**src/rtl/pport_pkg.sv**
```systemverilog
package pport_pkg;

  typedef enum logic [3:0] {
    ST_IDLE,
    ST_W_WAITLO,
    ST_W_SETUP,
    ST_W_HOLD,
    ST_W_GAP,
    ST_W_WAITHI,
    ST_W_RET,
    ST_R_WAITV,
    ST_R_WAITI
  } hs_state_t;

  // microseconds to clock cycles, rounded up, never below one
  function automatic longint unsigned us_to_cycles(input longint unsigned us,
                                                   input longint unsigned hz);
    longint unsigned c;
    c = (us * hz + 64'd999_999) / 64'd1_000_000;
    return (c == 0) ? 64'd1 : c;
  endfunction

  function automatic longint unsigned max2(input longint unsigned a,
                                           input longint unsigned b);
    return (a > b) ? a : b;
  endfunction

endpackage

```
**src/rtl/pport_sync.sv**
```systemverilog
module pport_sync #(
  parameter int   STAGES  = 2,
  parameter logic RST_VAL = 1'b1
) (
  input  logic clk,
  input  logic rst,
  input  logic d,
  output logic q
);
  logic [STAGES-1:0] st;

  if (STAGES == 1) begin : g_one
    always_ff @(posedge clk) begin
      if (rst) st <= RST_VAL;
      else     st <= d;
    end
  end else begin : g_chain
    always_ff @(posedge clk) begin
      if (rst) st <= {STAGES{RST_VAL}};
      else     st <= {st[STAGES-2:0], d};
    end
  end

  assign q = st[STAGES-1];
endmodule

```
**src/rtl/pport_timer.sv**
```systemverilog
module pport_timer #(
  parameter int           W       = 8,
  parameter logic [W-1:0] RST_VAL = '0
) (
  input  logic         clk,
  input  logic         rst,
  input  logic         load,
  input  logic [W-1:0] load_val,
  output logic         done
);
  logic [W-1:0] cnt;

  always_ff @(posedge clk) begin
    if (rst)              cnt <= RST_VAL;
    else if (load)        cnt <= load_val;
    else if (cnt != '0)   cnt <= cnt - W'(1);
  end

  assign done = (cnt == '0);
endmodule

```
**src/rtl/pport_hs.sv**
```systemverilog
module pport_hs #(
  parameter int              DW                 = 8,
  parameter longint unsigned CLK_HZ             = 200_000_000,
  parameter longint unsigned SETTLE_US          = 1000,
  parameter longint unsigned FLAG_TO_DATA_US    = 40,
  parameter longint unsigned DATA_TO_CTL_US     = 30,
  parameter longint unsigned CTL_TO_CHECK_US    = 40,
  parameter longint unsigned FLAG_TO_RELEASE_US = 35,
  parameter longint unsigned TIMEOUT_US         = 0,
  parameter int              SYNC_STAGES        = 2
) (
  input  logic          clk,
  input  logic          rst,
  input  logic          dir_sel,
  input  logic          tx_valid,
  output logic          tx_ready,
  input  logic [DW-1:0] tx_data,
  output logic          rx_valid,
  input  logic          rx_ready,
  output logic [DW-1:0] rx_data,
  output logic          busy,
  output logic          err,
  output logic          port_dir,
  output logic          port_ctl,
  input  logic          port_flag,
  output logic          bus_oe,
  output logic [DW-1:0] bus_out,
  input  logic [DW-1:0] bus_in
);
  import pport_pkg::*;

  localparam longint unsigned C_SETTLE = us_to_cycles(SETTLE_US, CLK_HZ);
  localparam longint unsigned C_SETUP  = us_to_cycles(FLAG_TO_DATA_US, CLK_HZ);
  localparam longint unsigned C_HOLD   = us_to_cycles(DATA_TO_CTL_US, CLK_HZ);
  localparam longint unsigned C_GAP    = us_to_cycles(CTL_TO_CHECK_US, CLK_HZ);
  localparam longint unsigned C_RET    = us_to_cycles(FLAG_TO_RELEASE_US, CLK_HZ);
  localparam longint unsigned C_TMO    = us_to_cycles(TIMEOUT_US, CLK_HZ);
  localparam longint unsigned C_MAX    =
    max2(max2(max2(C_SETTLE, C_SETUP), max2(C_HOLD, C_GAP)), max2(C_RET, C_TMO));
  localparam int   CW     = $clog2(C_MAX + 1);
  localparam logic TMO_EN = (TIMEOUT_US != 0);

  hs_state_t     state, state_d;
  logic          dir_q, ctl_q, oe_q, busy_q, err_q, rx_valid_q;
  logic [DW-1:0] tx_word, bus_q, rx_data_q;
  logic          flag_s;
  logic          ph_load, wt_load, settle_load;
  logic [CW-1:0] ph_val;
  logic          ph_done, wt_done, settle_done, timeout;
  logic          accept, drive, ctl_fall, ctl_rise, latch, abort;

  pport_sync #(.STAGES(SYNC_STAGES), .RST_VAL(1'b1)) u_sync (
    .clk(clk), .rst(rst), .d(port_flag), .q(flag_s)
  );

  pport_timer #(.W(CW), .RST_VAL(CW'(C_SETTLE))) u_settle (
    .clk(clk), .rst(rst), .load(settle_load), .load_val(CW'(C_SETTLE)),
    .done(settle_done)
  );

  pport_timer #(.W(CW), .RST_VAL('0)) u_phase (
    .clk(clk), .rst(rst), .load(ph_load), .load_val(ph_val), .done(ph_done)
  );

  pport_timer #(.W(CW), .RST_VAL('0)) u_wait (
    .clk(clk), .rst(rst), .load(wt_load), .load_val(CW'(C_TMO)), .done(wt_done)
  );

  assign timeout  = TMO_EN && wt_done;
  assign tx_ready = (state == ST_IDLE) && !dir_q && (dir_sel == dir_q) && settle_done;

  always_comb begin
    state_d     = state;
    ph_load     = 1'b0;
    ph_val      = '0;
    wt_load     = 1'b0;
    settle_load = 1'b0;
    accept      = 1'b0;
    drive       = 1'b0;
    ctl_fall    = 1'b0;
    ctl_rise    = 1'b0;
    latch       = 1'b0;
    abort       = 1'b0;
    case (state)
      ST_IDLE: begin
        if (dir_sel != dir_q) begin
          settle_load = 1'b1;
        end else if (settle_done) begin
          if (!dir_q && tx_valid) begin
            accept  = 1'b1;
            wt_load = 1'b1;
            state_d = ST_W_WAITLO;
          end else if (dir_q && !rx_valid_q) begin
            ctl_fall = 1'b1;
            wt_load  = 1'b1;
            state_d  = ST_R_WAITV;
          end
        end
      end
      ST_W_WAITLO: begin
        if (!flag_s) begin
          ph_load = 1'b1;
          ph_val  = CW'(C_SETUP);
          state_d = ST_W_SETUP;
        end else if (timeout) begin
          abort   = 1'b1;
          state_d = ST_IDLE;
        end
      end
      ST_W_SETUP: begin
        if (ph_done) begin
          drive   = 1'b1;
          ph_load = 1'b1;
          ph_val  = CW'(C_HOLD);
          state_d = ST_W_HOLD;
        end
      end
      ST_W_HOLD: begin
        if (ph_done) begin
          ctl_fall = 1'b1;
          ph_load  = 1'b1;
          ph_val   = CW'(C_GAP);
          state_d  = ST_W_GAP;
        end
      end
      ST_W_GAP: begin
        if (ph_done) begin
          wt_load = 1'b1;
          state_d = ST_W_WAITHI;
        end
      end
      ST_W_WAITHI: begin
        if (flag_s) begin
          ph_load = 1'b1;
          ph_val  = CW'(C_RET);
          state_d = ST_W_RET;
        end else if (timeout) begin
          abort   = 1'b1;
          state_d = ST_IDLE;
        end
      end
      ST_W_RET: begin
        if (ph_done) begin
          ctl_rise = 1'b1;
          state_d  = ST_IDLE;
        end
      end
      ST_R_WAITV: begin
        if (!flag_s) begin
          latch    = 1'b1;
          ctl_rise = 1'b1;
          wt_load  = 1'b1;
          state_d  = ST_R_WAITI;
        end else if (timeout) begin
          abort   = 1'b1;
          state_d = ST_IDLE;
        end
      end
      ST_R_WAITI: begin
        if (flag_s) begin
          state_d = ST_IDLE;
        end else if (timeout) begin
          abort   = 1'b1;
          state_d = ST_IDLE;
        end
      end
      default: state_d = ST_IDLE;
    endcase
  end

  always_ff @(posedge clk) begin
    if (rst) begin
      state      <= ST_IDLE;
      dir_q      <= 1'b1;
      ctl_q      <= 1'b1;
      oe_q       <= 1'b0;
      busy_q     <= 1'b0;
      err_q      <= 1'b0;
      rx_valid_q <= 1'b0;
      tx_word    <= '0;
      bus_q      <= '0;
      rx_data_q  <= '0;
    end else begin
      state  <= state_d;
      busy_q <= (state_d != ST_IDLE);
      err_q  <= abort;
      if (settle_load) begin
        dir_q <= dir_sel;
        if (dir_sel) oe_q <= 1'b0;
      end
      if (accept) tx_word <= tx_data;
      if (drive) begin
        bus_q <= tx_word;
        oe_q  <= 1'b1;
      end
      if (ctl_fall) ctl_q <= 1'b0;
      if (ctl_rise) ctl_q <= 1'b1;
      if (abort) begin
        ctl_q <= 1'b1;
        oe_q  <= 1'b0;
      end
      if (latch) begin
        rx_data_q  <= bus_in;
        rx_valid_q <= 1'b1;
      end else if (rx_valid_q && rx_ready) begin
        rx_valid_q <= 1'b0;
      end
    end
  end

  assign port_dir = dir_q;
  assign port_ctl = ctl_q;
  assign bus_oe   = oe_q;
  assign bus_out  = bus_q;
  assign busy     = busy_q;
  assign err      = err_q;
  assign rx_valid = rx_valid_q;
  assign rx_data  = rx_data_q;
endmodule

```
**config.mk**
```make
export PLATFORM = sky130hd
export DESIGN_NAME = pport_hs
export DESIGN_NICKNAME = d
export VERILOG_FILES = /design/src/rtl/pport_pkg.sv /design/src/rtl/pport_sync.sv /design/src/rtl/pport_timer.sv /design/src/rtl/pport_hs.sv
export SDC_FILE = /design/constraint.sdc
export NUM_CORES = 1
export LEC_CHECK = 0
export ABC_AREA = 1
export BUFFER_PORTS_ARGS = -buffer_cell sky130_fd_sc_hd__buf_2
export CAP_MARGIN = 20
export CORE_MARGIN = 2
export CORE_UTILIZATION = 43
export CTS_BUF_LIST = sky130_fd_sc_hd__clkbuf_4 sky130_fd_sc_hd__clkbuf_8 sky130_fd_sc_hd__clkbuf_16
export CTS_CLUSTER_DIAMETER = 30
export DETAILED_ROUTE_END_ITERATION = 10
export PLACE_DENSITY_LB_ADDON = 0.08
export SLEW_MARGIN = 20
export SYNTH_ARGS = -nofsm -noshare
export SYNTH_HDL_FRONTEND = slang
export SYNTH_SLANG_ARGS = --single-unit
export TNS_END_PERCENT = 20
```
**constraint.sdc**
```tcl
create_clock -name clk -period 1.71 [get_ports clk]
set_clock_uncertainty 0.2 [all_clocks]
set_input_delay 0.0855 -clock clk [delete_from_list [all_inputs] [get_ports clk]]
set_output_delay 0.0855 -clock clk [all_outputs]
set_load 0.02 [all_outputs]
```
==> results of run 1 <==
[through the flow]
stage | setup WS, ns | hold WS [ns] | total power, mW | util
3_3_place_gp | -0.0913 | 0.0698 | 5.52 | 0.573
4_1_cts | -0.161 | 0.147 | 7.61 | 0.659
5_1_grt | -0.259 | 0.178 | 8.44 | 0.686
6_report | -0.181 | 0.157 | 7.88 | 0.686
3_5_place_dp | -0.119 | 0.0731 | 5.57 | 0.573
2_1_floorplan | 0.00102 | -0.0107 | 4.14 | -
[logic make-up after synthesis]
logic type / Yosys count
AOI/OAI and AO/OA: 76
xor gates and xnor gates: 18
adders and majority gates: 3
buffers and inverters: 57
DFF: 71
other: 1
and+or+nand+nor: 242
[worst max-delay path: stages (launching register included)]
cell and delay, ns:
dfxtp_2 0.33, inv_2 0.07, ha_4 0.14, nand3_2 0.07
nor2_2 0.14, nand2_2 0.08, buf_6 0.13, nor4_4 0.12
buf_4 0.18
[flip-flops by register name, summed over array words and instances, names as in the netlist, 2 cells and up]
register / cells
bus_out: 8
rx_data: 8
state: 4
tx_word: 8
u_phase.cnt: 18
u_settle.cnt: 18
u_sync.st: 2
[layer usage]
| layer | wire (µm) | up-vias | global-route usage | share of wire |
|---|---|---|---|---|
| li1 | - | 1850 | - | - |
| met3 | 265 | 18 | 0.0301 | 0.030 |
| met4 | 217 | 0 | 0.102 | 0.024 |
| met1 | 4040 | 1592 | 0.268 | 0.46 |
| met2 | 4340 | 66 | 0.366 | 0.49 |
| met5 | 0 | - | 0 | 0 |
[final cells by class]
type / count / area (µm²)
fill: 624 / 2400
clock buffer: 10 / 131
multi-input combinational: 340 / 2030
tap: 102 / 128
clock inverter: 6 / 109
sequential: 71 / 1430
timing repair buffer: 165 / 1240
inverter: 48 / 183
[cells in the final DEF, fill, tap and decap left out, types with 9 or more instances in the layout]
cell type / instances
dlygate4sd3_1: 20
nor2_4: 10
buf_4: 91
inv_1: 31
nand2_1: 63
clkbuf_8: 9
nor2_2: 24
nand3_1: 16
nand4_1: 10
buf_6: 11
buf_2: 42
o21ai_1: 10
o21ai_0: 14
dfxtp_1: 66
xor2_1: 11
a21oi_1: 28
inv_2: 15
nor2_1: 71
nand2_2: 16
[power by group]
| group | total (mW) | leakage [nW] | switching, mW | internal (mW) |
|---|---|---|---|---|
| Clock | 1.62 | 0.124 | 0.638 | 0.983 |
| Combinational | 4.14 | 1.71 | 2.13 | 2.01 |
| Sequential | 2.12 | 0.579 | 0.186 | 1.94 |
[worst max path at each step]
stage,end,cells past startpoint
after floorplan,busy$_SDFF_PP0_,11
after global placement,u_settle.cnt[11]$_SDFFE_PP1P_,10
after detailed placement,u_settle.cnt[11]$_SDFFE_PP1P_,10
after CTS,tx_ready,8
after global routing,tx_ready,8
final,tx_ready,8
[what timing repair did]
item / 4_1_cts / 5_1_grt
cloned: 0 / 0
pin swaps: 19 / 29
hold buffers: 20 / 0
endpoints found under the setup margin: 40 / 64
endpoints found under the hold margin: 21 / 0
buffers inserted: 10 / 6
resized for setup: 53 / 59
==> implementation parameters, run 1 <==
Parameter                              Value

Yosys
  Synthesized-area fraction occupied by ao, oa, aoi and oai cells ... 0.127
  Register area share after synthesis ... 0.422
  Top area cells in the synthesized netlist ... dfxtp_1 (42%), nor2_1 (10%), nand2_1 (8.6%)
  Most common library cells after synthesis ... nor2_1 (93), nand2_1 (77), dfxtp_1 (71)
  Xor-xnor portion of the synthesized cell area ... 0.0469
  Post-synthesis share of cell area spent on and, or, nand and nor gates ... 0.324
  Syn_area_per_cell ... 7.19 µm²
  Register bit count reported by yosys ... 71
  Number of distinct library cells after synthesis ... 37
  Multiplexer share of the synthesized area ... 0
  Post-synthesis cell area ... 0.00336 mm²
  Gate count after technology mapping ... 468
  Leading cell type by number of instances after synthesis ... nor2_1
  Synthesis Warnings ... 0
  Number of synthesized flops with an enable pin ... 0
  Async set or reset register ratio after synthesis ... 0
  Dominant cell type by area after synthesis ... dfxtp_1
  Post-Syn Nets ... 493
  Arithmetic-cell share of the synthesized area counting full adders, half adders and majority gates ... 0.0112
  Portion of synthesized cell area occupied by the leading cell type ... 0.422
  Main combinational cell family by area after synthesis ... simple AND/OR/NAND/NOR gates
  Top flip-flop cell by instance count after synthesis ... dfxtp_1

Clocking
  Clock insertion delay at the later pin of the skew report ... 0.34 ns
  TritonCTS clock tree ... built
  Root buffer selected by CTS ... clkbuf_8
  Maximum number of buffers from clock root to sink ... 2
  Number of sinks on the clock net ... 71
  Total clock buffers created by CTS ... 9
  Number of H-tree levels ... 3
  Clock slew seen by the registers of the worst setup and hold paths ... 0.07 ns

Worst setup path
  Crit. End Element ... primary output
  Critical path type ... reg2out
  Count of cells along the worst register-to-register path ... 10
  Arrival time at the worst endpoint ... 1.61 ns
  FF-to-FF Start ... u_phase.cnt[0]$_SDFFE_PP0P_
  Maximum net fanout on the critical path ... 4
  R2R setup slack ... -0.14 ns
  Startpoint of the most critical setup path ... u_settle.cnt[1]$_SDFFE_PP0P_
  Capturing point of the worst reg2reg path ... u_phase.cnt[3]$_SDFFE_PP0P_
  Nature of the critical path startpoint ... flop
  WP data required ... 1.42 ns

Layout
  Synthesis-to-finish area growth ... 55.8%
  Diode count ... 0
  Final Cell Area ... 0.00524 mm²
  Nets ... 660
  Proportion of layout cells with a drive suffix above 1 ... 0.427
  Post-Layout Cell Count ... 742

STA
  Finish-stage setup viols ... 31
  Part of the cycle the worst path needs ... 1.11
  Total Neg Setup Slack ... -2.35 ns
  Final WS setup ... -0.181 ns
  Clock period minus final worst setup slack ... 1.89 ns
  Endpoints failing hold ... 0
  Max Transition Viols Final ... 0
  Max Clock Freq ... 529 MHz
  RSZ-0062 raised after global routing ... true

GRT
  Via count of the first global-routing pass ... 3466
  Number of antenna violations at the first check in global routing ... 0
  Wire length of the first global-routing pass ... 14900 µm
  Total Routing Usage GR ... 0.215
  Maximum number of pins on one net before global-route repair ... 18
  GR Overflow Total ... 0

Floorplan
  Starting density of the core ... 0.440
  Die height ... 92.5 µm
  Die Span X ... 92.5 µm
  Site Rows ... 32
  Area of the core ... 0.00765 mm²
  Count of pins on the block boundary ... 45
  Die ar. ... 0.00855 mm²

Placed design
  Weighted congestion at the end of routability-driven global placement ... 0.873
  Inst Count DP ... 693
  Detailed placer's ending HPWL ... 6300 µm
  Total placed instance area ... 0.00438 mm²
  Port Buffers ... 43

Drt
  Via-to-Cell Ratio ... 4.75
  Post-detailed-route count of antenna-violating nets ... 0
  Remaining design rule violation count ... 0
  Routed via count ... 3526
  First-pass detailed-route iteration total ... 4
  1st-iter DRT viols ... 91
  Post-Route WL ... 8860 µm
  DR WL/cell ... 11.9 µm

Worst hold path
  Hold Path Depth ... 6
  Class of the most critical hold timing path ... in2reg
  Worst hold start ... tx_valid
  Min-Delay Endpoint ... state[0]$_SDFF_PP0_

Pwr
  Max VDD drop ... 0.694 mV
  PD cells ... 1500 mW/mm²
  Leakage power summed over all cells ... 2.41 nW

Outcome
  Failing checks ... setup timing
  Status ... complete, but fails checks

Job
  Max-cap violations ... 0
(Power assumes the default switching activity.)
==> run 2, diff against run 1 <==
--- a/config.mk
+++ b/config.mk
@@ -8,8 +8,7 @@
 export ABC_AREA = 1
 export BUFFER_PORTS_ARGS = -buffer_cell sky130_fd_sc_hd__buf_2
 export CAP_MARGIN = 20
-export CORE_MARGIN = 2
-export CORE_UTILIZATION = 43
+export CORE_UTILIZATION = 40
 export CTS_BUF_LIST = sky130_fd_sc_hd__clkbuf_4 sky130_fd_sc_hd__clkbuf_8 sky130_fd_sc_hd__clkbuf_16
 export CTS_CLUSTER_DIAMETER = 30
 export DETAILED_ROUTE_END_ITERATION = 10
==> run 2 against run 1 <==
Net effect: the flow still finishes with violations (setup timing); register-to-register slack worse by 0.04 ns; first-iteration DRC count is 16% lower; cell count is 1.6% higher; power increased by 2.6%; via count increased by 1.5%; non-clock buffer count increased by 9; fmax is 0.89% lower; critical path type unchanged; largest power group unchanged.
==> implementation parameters, run 2 (synthesis gave the netlist of run 1 again) <==
Parameter                              Value

GRT
  Wire length of the first global-routing pass ... 15500 µm (+4.1%)
  Maximum number of pins on one net before global-route repair ... 19 (+1)
  GR Overflow Total ... 0 (unchanged)
  Total Routing Usage GR ... 0.224 (+0.00918)
  Number of antenna violations at the first check in global routing ... 0 (unchanged)
  Via count of the first global-routing pass ... 3558 (+2.7%)

Layout
  Diode count ... 0 (unchanged)
  Largest registers ranked by flip-flop count ... u_phase.cnt x18, u_settle.cnt x18
  Synthesis-to-finish area growth ... 56.8%
  Most frequent cells in the layout ... buf_4 (104), nor2_1 (70), nand2_1 (64)
  Proportion of layout cells with a drive suffix above 1 ... 0.418 (-0.00900)
  Most common cell after layout, fill and taps aside ... buf_4
  Nets ... 669 (+1.4%)
  Final Cell Area ... 0.00528 mm² (+0.62%)

Pwr
  Switching fraction of total power ... 0.373 (-0.00228)
  Part of the total power dissipated in the clock network ... 0.208 (+0.002)
  PD cells ... 1530 mW/mm² (+2.0%)
  Share of power burned in registers ... 0.264 (-0.005)
  Switching power ... 3.01 mW (+2.0%)
  Internal ... 5.07 mW (+3.0%)
  Leakage power summed over all cells ... 2.44 nW (+1.5%)
  Max VDD drop ... 0.566 mV (-18%)
  Share of power burned in combinational logic ... 0.528 (+0.003)

Floorplan
  Area of the core ... 0.00818 mm² (+6.9%)
  Starting density of the core ... 0.412 (-0.0284)
  Site Rows ... 33 (+3.1%)
  Count of pins on the block boundary ... 45 (unchanged)
  Die Span X ... 93.7 µm (+1.4%)
  Die height ... 93.7 µm (+1.4%)
  Die ar. ... 0.00878 mm² (+2.7%)

Worst hold path
  Class of the most critical hold timing path ... in2reg
  Hold Path Depth ... 6 (unchanged)

STA
  Max Clock Freq ... 524 MHz (-0.89%)
  Max Transition Viols Final ... 0 (unchanged)
  RSZ-0062 raised after global routing ... true
  Finish-stage setup viols ... 28 (-9.7%)
  Clock period minus final worst setup slack ... 1.91 ns (+0.0169 ns)
  Part of the cycle the worst path needs ... 1.12 (+0.00989)
  Final WS setup ... -0.198 ns (-0.0169 ns)
  Endpoints failing hold ... 0 (unchanged)

Placed design
  Weighted congestion at the end of routability-driven global placement ... 0.882 (+1.0%)
  Port Buffers ... 43 (unchanged)
  Detailed placer's ending HPWL ... 6460 µm (+2.5%)
  Total placed instance area ... 0.00442 mm² (+0.94%)
  Pre-CTS setup slack ... -0.169 ns (-0.0498 ns)

Clocking
  Maximum number of buffers from clock root to sink ... 2 (unchanged)
  Root buffer selected by CTS ... clkbuf_8
  Number of sinks on the clock net ... 71 (unchanged)
  Total clock buffers created by CTS ... 9 (unchanged)
  Clock insertion delay at the later pin of the skew report ... 0.35 ns (about the same)
  Number of H-tree levels ... 3 (unchanged)
  TritonCTS clock tree ... built
  Clock slew seen by the registers of the worst setup and hold paths ... 0.09 ns (+0.02 ns)

Drt
  Routed via count ... 3579 (+1.5%)
  First-pass detailed-route iteration total ... 4 (unchanged)
  DR WL/cell ... 12.3 µm (+3.1%)
  1st-iter DRT viols ... 76 (-16%)
  Via-to-Cell Ratio ... 4.75 (-0.11%)
  Post-detailed-route count of antenna-violating nets ... 0 (unchanged)
  Post-Route WL ... 9290 µm (+4.8%)
  Remaining design rule violation count ... 0 (unchanged)

Outcome
  Status ... complete, but fails checks
  Failing checks ... setup timing

Worst setup path
  Nature of the critical path startpoint ... flop
  Arrival time at the worst endpoint ... 1.62 ns (about the same)
  WP data required ... 1.42 ns (about the same)
  Crit. End Element ... primary output
  Maximum net fanout on the critical path ... 4 (unchanged)
  Count of cells along the worst register-to-register path ... 10 (unchanged)
  Critical path type ... reg2out

Job
  Max-cap violations ... 0 (unchanged)
run 2: changes by cell type in the layout (fill, tap and decap cells not counted), sizes merged:
| cell | previous run | this run |
|---|---|---|
| clkinv | 4 | 1 |
| dlygate4sd3 | 20 | 21 |
| clkbuf | 10 | 11 |
| buf | 145 | 153 |
| clkinvlp | 0 | 2 |
run 2: cell type report:
cell class | instances | area, µm²
clock buffer | 11 | 145
fill | 738 | 2900
sequential | 71 | 1430
tap | 105 | 131
inverter | 48 | 185
clock inverter | 5 | 105
multi-input combinational | 340 | 1990
timing repair buffer | 174 | 1290
run 2: repair_timing:
item	4_1_cts	5_1_grt
resized for setup	43	53
buffers inserted	13	3
hold endpoints to repair	21	0
endpoints found under the setup margin	43	61
hold buffers	21	0
pin swaps	21	23
run 2: final timing paths:
| check | end | start | slack (ns) |
|---|---|---|---|
| hold / removal | state[0]$_SDFF_PP0_ | tx_valid | 0.12 |
| setup reg to reg | tx_word[0]$_SDFFE_PP0P_ | u_settle.cnt[0]$_SDFFE_PP0P_ | -0.18 |
| hold reg to reg | u_sync.st[1]$_SDFF_PP1_ | u_sync.st[0]$_SDFF_PP1_ | 0.22 |
| setup / recovery | tx_ready | u_settle.cnt[0]$_SDFFE_PP0P_ | -0.20 |
run 2: layer usage:
layer | share of wire | track usage | vias to the layer above
li1 | - | - | 1874
met4 | 0.010 | 0.0667 | 0
met3 | 0.023 | 0.0429 | 8
met1 | 0.46 | 0.276 | 1651
met2 | 0.51 | 0.394 | 46
met5 | 0 | 0 | -
run 2: power groups by stage:
stage                     clock network (mW)  logic [mW]  registers (mW)
final                                   1.68        4.27            2.13
after CTS                               1.72        3.96            2.11
after global placement                     0        3.54            2.12
after detailed placement                   0        3.58            2.13
after floorplan                            0        1.95            2.19
after global routing                    1.79        4.71            2.17
run 2: worst max-delay path, cell delays in order (launching register included):
cell and delay (ns):
dfxtp_2 0.34, inv_2 0.07, ha_4 0.14, nand3_4 0.09
nor2_4 0.14, nand2_2 0.07, buf_6 0.13, nor4_4 0.13
buf_4 0.18
run 2: per-stage QoR:
stage	hold WS [ns]	power, mW	cells	utilization	TNS [ns]
global route	0.171	8.67	754	0.645	-7.28
CTS	0.118	7.79	751	0.624	-2.18
detailed placement	0.0725	5.70	701	0.541	-3.39
global placement	0.0705	5.66	701	0.541	-2.16
finish	0.124	8.09	754	0.645	-2.55
floorplan	-0.0107	4.14	468	-	0
==> run 3, diff against run 2 <==
--- a/config.mk
+++ b/config.mk
@@ -8,6 +8,7 @@
 export ABC_AREA = 1
 export BUFFER_PORTS_ARGS = -buffer_cell sky130_fd_sc_hd__buf_2
 export CAP_MARGIN = 20
+export CORE_MARGIN = 2
 export CORE_UTILIZATION = 40
 export CTS_BUF_LIST = sky130_fd_sc_hd__clkbuf_4 sky130_fd_sc_hd__clkbuf_8 sky130_fd_sc_hd__clkbuf_16
 export CTS_CLUSTER_DIAMETER = 30
==> run 3 against run 2 <==
Net effect: the run still ends with setup timing left; clock power down 11%; core utilization down 0.70 points; cell count unchanged; largest power group unchanged; clock-buffer cell count down 2; flip-flop and latch count unchanged; critical path depth unchanged; fmax up 3.2%; final area down 1.1%; sequential share of layout area up 0.28 points.
==> implementation parameters, run 3 (synthesis gave the netlist of run 1 again) <==
Parameter                              Value

Outcome
  Status ... complete, but fails checks
  Failing checks ... setup timing

Layout
  Area taken by flip-flops and latches ... 0.00143 mm² (about the same)
  Diode count ... 0 (unchanged)
  Largest registers ranked by flip-flop count ... u_phase.cnt x18, u_settle.cnt x18
  Most common cell after layout, fill and taps aside ... buf_4
  Multi-input combinational cell area ... 0.00198 mm² (-0.31%)
  Most frequent cells in the layout ... buf_4 (105), nor2_1 (70), nand2_1 (68)
  Synthesis-to-finish area growth ... 55.1%
  Number of fill cells in the layout ... 734 (-0.54%)
  Util after Layout ... 0.638 (-0.00704)
  Nets ... 669 (unchanged)
  Proportion of layout cells with a drive suffix above 1 ... 0.422 (+0.00462)

Pwr
  Part of the total power dissipated in the clock network ... 0.196 (-0.012)
  Leakage power summed over all cells ... 2.43 nW (-0.45%)
  Switching power ... 2.91 mW (-3.4%)
  PD cells ... 1470 mW/mm² (-4.2%)
  Power after layout ... 7.66 mW (-5.3%)
  Internal ... 4.75 mW (-6.4%)
  Max VDD drop ... 0.706 mV (+25%)
  Switching fraction of total power ... 0.380 (+0.00736)
  Share of power burned in registers ... 0.279 (+0.015)
  Share of power burned in combinational logic ... 0.525 (-0.003)

Drt
  Post-Route WL ... 8680 µm (-6.5%)
  Via-to-Cell Ratio ... 4.72 (-0.59%)
  DR WL/cell ... 11.5 µm (-6.5%)
  Remaining design rule violation count ... 0 (unchanged)
  Post-detailed-route count of antenna-violating nets ... 0 (unchanged)
  Routed via count ... 3558 (-0.59%)
  1st-iter DRT viols ... 91 (+20%)
  First-pass detailed-route iteration total ... 4 (unchanged)

Worst setup path
  FF-to-FF Start ... u_phase.cnt[1]$_SDFFE_PP0P_
  Delay of the slowest cell on the worst path ... 0.33 ns (about the same)
  WP data required ... 1.42 ns (about the same)
  Arrival time at the worst endpoint ... 1.56 ns (-0.06 ns)
  Startpoint of the most critical setup path ... u_settle.cnt[1]$_SDFFE_PP0P_
  Crit path buf inv count ... 3 (unchanged)
  Maximum net fanout on the critical path ... 4 (unchanged)
  Critical Path Slowest Stage Cell ... dfxtp_2
  Critical path type ... reg2out
  Nature of the critical path startpoint ... flop
  Family of cells with the greatest summed delay on the critical path ... buffers and inverters
  Crit. End Element ... primary output
  List of cells traversed by the critical path ... inv_2 -> ha_4 -> nand3_4 -> nor2_4 -> nand2_2 -> buf_6 -> nor4_2 -> buf_2

STA
  Final WS setup ... -0.138 ns (+0.0595 ns)
  Finish-stage setup viols ... 21 (-25%)
  Max Clock Freq ... 541 MHz (+3.2%)
  Max Transition Viols Final ... 0 (unchanged)
  Part of the cycle the worst path needs ... 1.08 (-0.0348)
  RSZ-0062 raised after global routing ... true
  Clock period minus final worst setup slack ... 1.85 ns (-0.0595 ns)
  Endpoints failing hold ... 0 (unchanged)
  Total Neg Setup Slack ... -1.01 ns (+1.54 ns)

GRT
  Busiest grt layer ... met2
  Via count of the first global-routing pass ... 3388 (-4.8%)
  Number of antenna violations at the first check in global routing ... 0 (unchanged)
  Met2 layer usage reported by global route ... 0.339 (-0.0544)
  Met3 layer usage reported by global route ... 0.0360 (-0.00686)
  Total Routing Usage GR ... 0.202 (-0.0225)
  Maximum number of pins on one net before global-route repair ... 17 (-2)
  Met1 usage ... 0.249 (-0.0263)
  GR Overflow Total ... 0 (unchanged)
  Wire length of the first global-routing pass ... 14500 µm (-6.7%)

Floorplan
  Die ar. ... 0.00916 mm² (+4.3%)
  Area of the core ... 0.00818 mm² (unchanged)
  Die height ... 95.7 µm (+2.1%)
  Die Span X ... 95.7 µm (+2.1%)
  Count of pins on the block boundary ... 45 (unchanged)
  Starting density of the core ... 0.412 (unchanged)
  Site Rows ... 33 (unchanged)

Clocking
  Total clock buffers created by CTS ... 9 (unchanged)
  Number of H-tree levels ... 3 (unchanged)
  TritonCTS clock tree ... built
  Clock slew seen by the registers of the worst setup and hold paths ... 0.08 ns (about the same)
  Number of sinks on the clock net ... 71 (unchanged)
  Clock insertion delay at the later pin of the skew report ... 0.35 ns (about the same)
  Root buffer selected by CTS ... clkbuf_8
  Maximum number of buffers from clock root to sink ... 2 (unchanged)

Placed design
  Detailed placer's ending HPWL ... 6290 µm (-2.5%)
  Weighted congestion at the end of routability-driven global placement ... 0.888 (+0.69%)
  Port Buffers ... 43 (unchanged)
  Pre-CTS setup slack ... -0.117 ns (+0.0523 ns)

Worst hold path
  Class of the most critical hold timing path ... in2reg
  Worst hold start ... tx_valid

Job
  Max-cap violations ... 0 (unchanged)
-- run 3: changes by cell type in the layout (fill, tap and decap cells not counted), sizes merged --
cell and change:
buf +1, bufinv -1, dlygate4sd3 -1, clkinv +1, clkinvlp +1, clkbuf -2, inv +1
-- run 3: area by class of cell --
cell class,count,share of cell area
multi-input combinational,340,0.380
tap,105,0.0252
clock inverter,7,0.0185
inverter,48,0.0350
timing repair buffer,174,0.244
sequential,71,0.274
clock buffer,9,0.0237
-- run 3: timing repair --
| item | CTS | global route |
|---|---|---|
| hold buffers | 20 | 0 |
| gates resized for setup | 62 | 38 |
| buffers inserted | 11 | 3 |
| endpoints found under the setup margin | 36 | 63 |
| gates cloned | 0 | 0 |
| pin swaps | 19 | 18 |
| hold endpoints to repair | 23 | 0 |
-- run 3: through the flow --
stage          std cells  hold slack, ns  cell area, µm²
6_report             754           0.118            5220
3_5_place_dp         705          0.0721            4440
3_3_place_gp         705          0.0700            4440
4_1_cts              751           0.127            5080
5_1_grt              754           0.147            5220
2_1_floorplan        468         -0.0107            3400
-- run 3: layer usage --
metal  up-vias  wire, µm
li1       1876         -
met1      1616      4040
met2        50      4170
met3        16       226
met4         0       242
met5         -         0
-- run 3: worst min-delay path, delay by kind of cell --
| family | cells | cell delay (ns) |
|---|---|---|
| AND/OR/NAND/NOR | 2 | 0.14 |
| buffers and inverters | 2 | 0.14 |
| AO/OA/AOI/OAI | 2 | 0.26 |
-- run 3: path summary, 6_finish.rpt --
kind | end | slack, ns | cells after the start
max | tx_ready | -0.14 | 8
min | state[0]$_SDFF_PP0_ | 0.12 | 6
min reg2reg | u_sync.st[1]$_SDFF_PP1_ | 0.21 | 1
max reg2reg | busy$_SDFF_PP0_ | -0.09 | 12
-- run 3: power by group through the flow --
stage                     logic [mW]  clock network, mW  registers [mW]
after detailed placement        3.49                  0            2.13
after CTS                       3.86               1.52            2.13
after global placement          3.45                  0            2.12
after floorplan                 1.95                  0            2.19
after global routing            4.46               1.60            2.17
final                           4.02               1.50            2.14
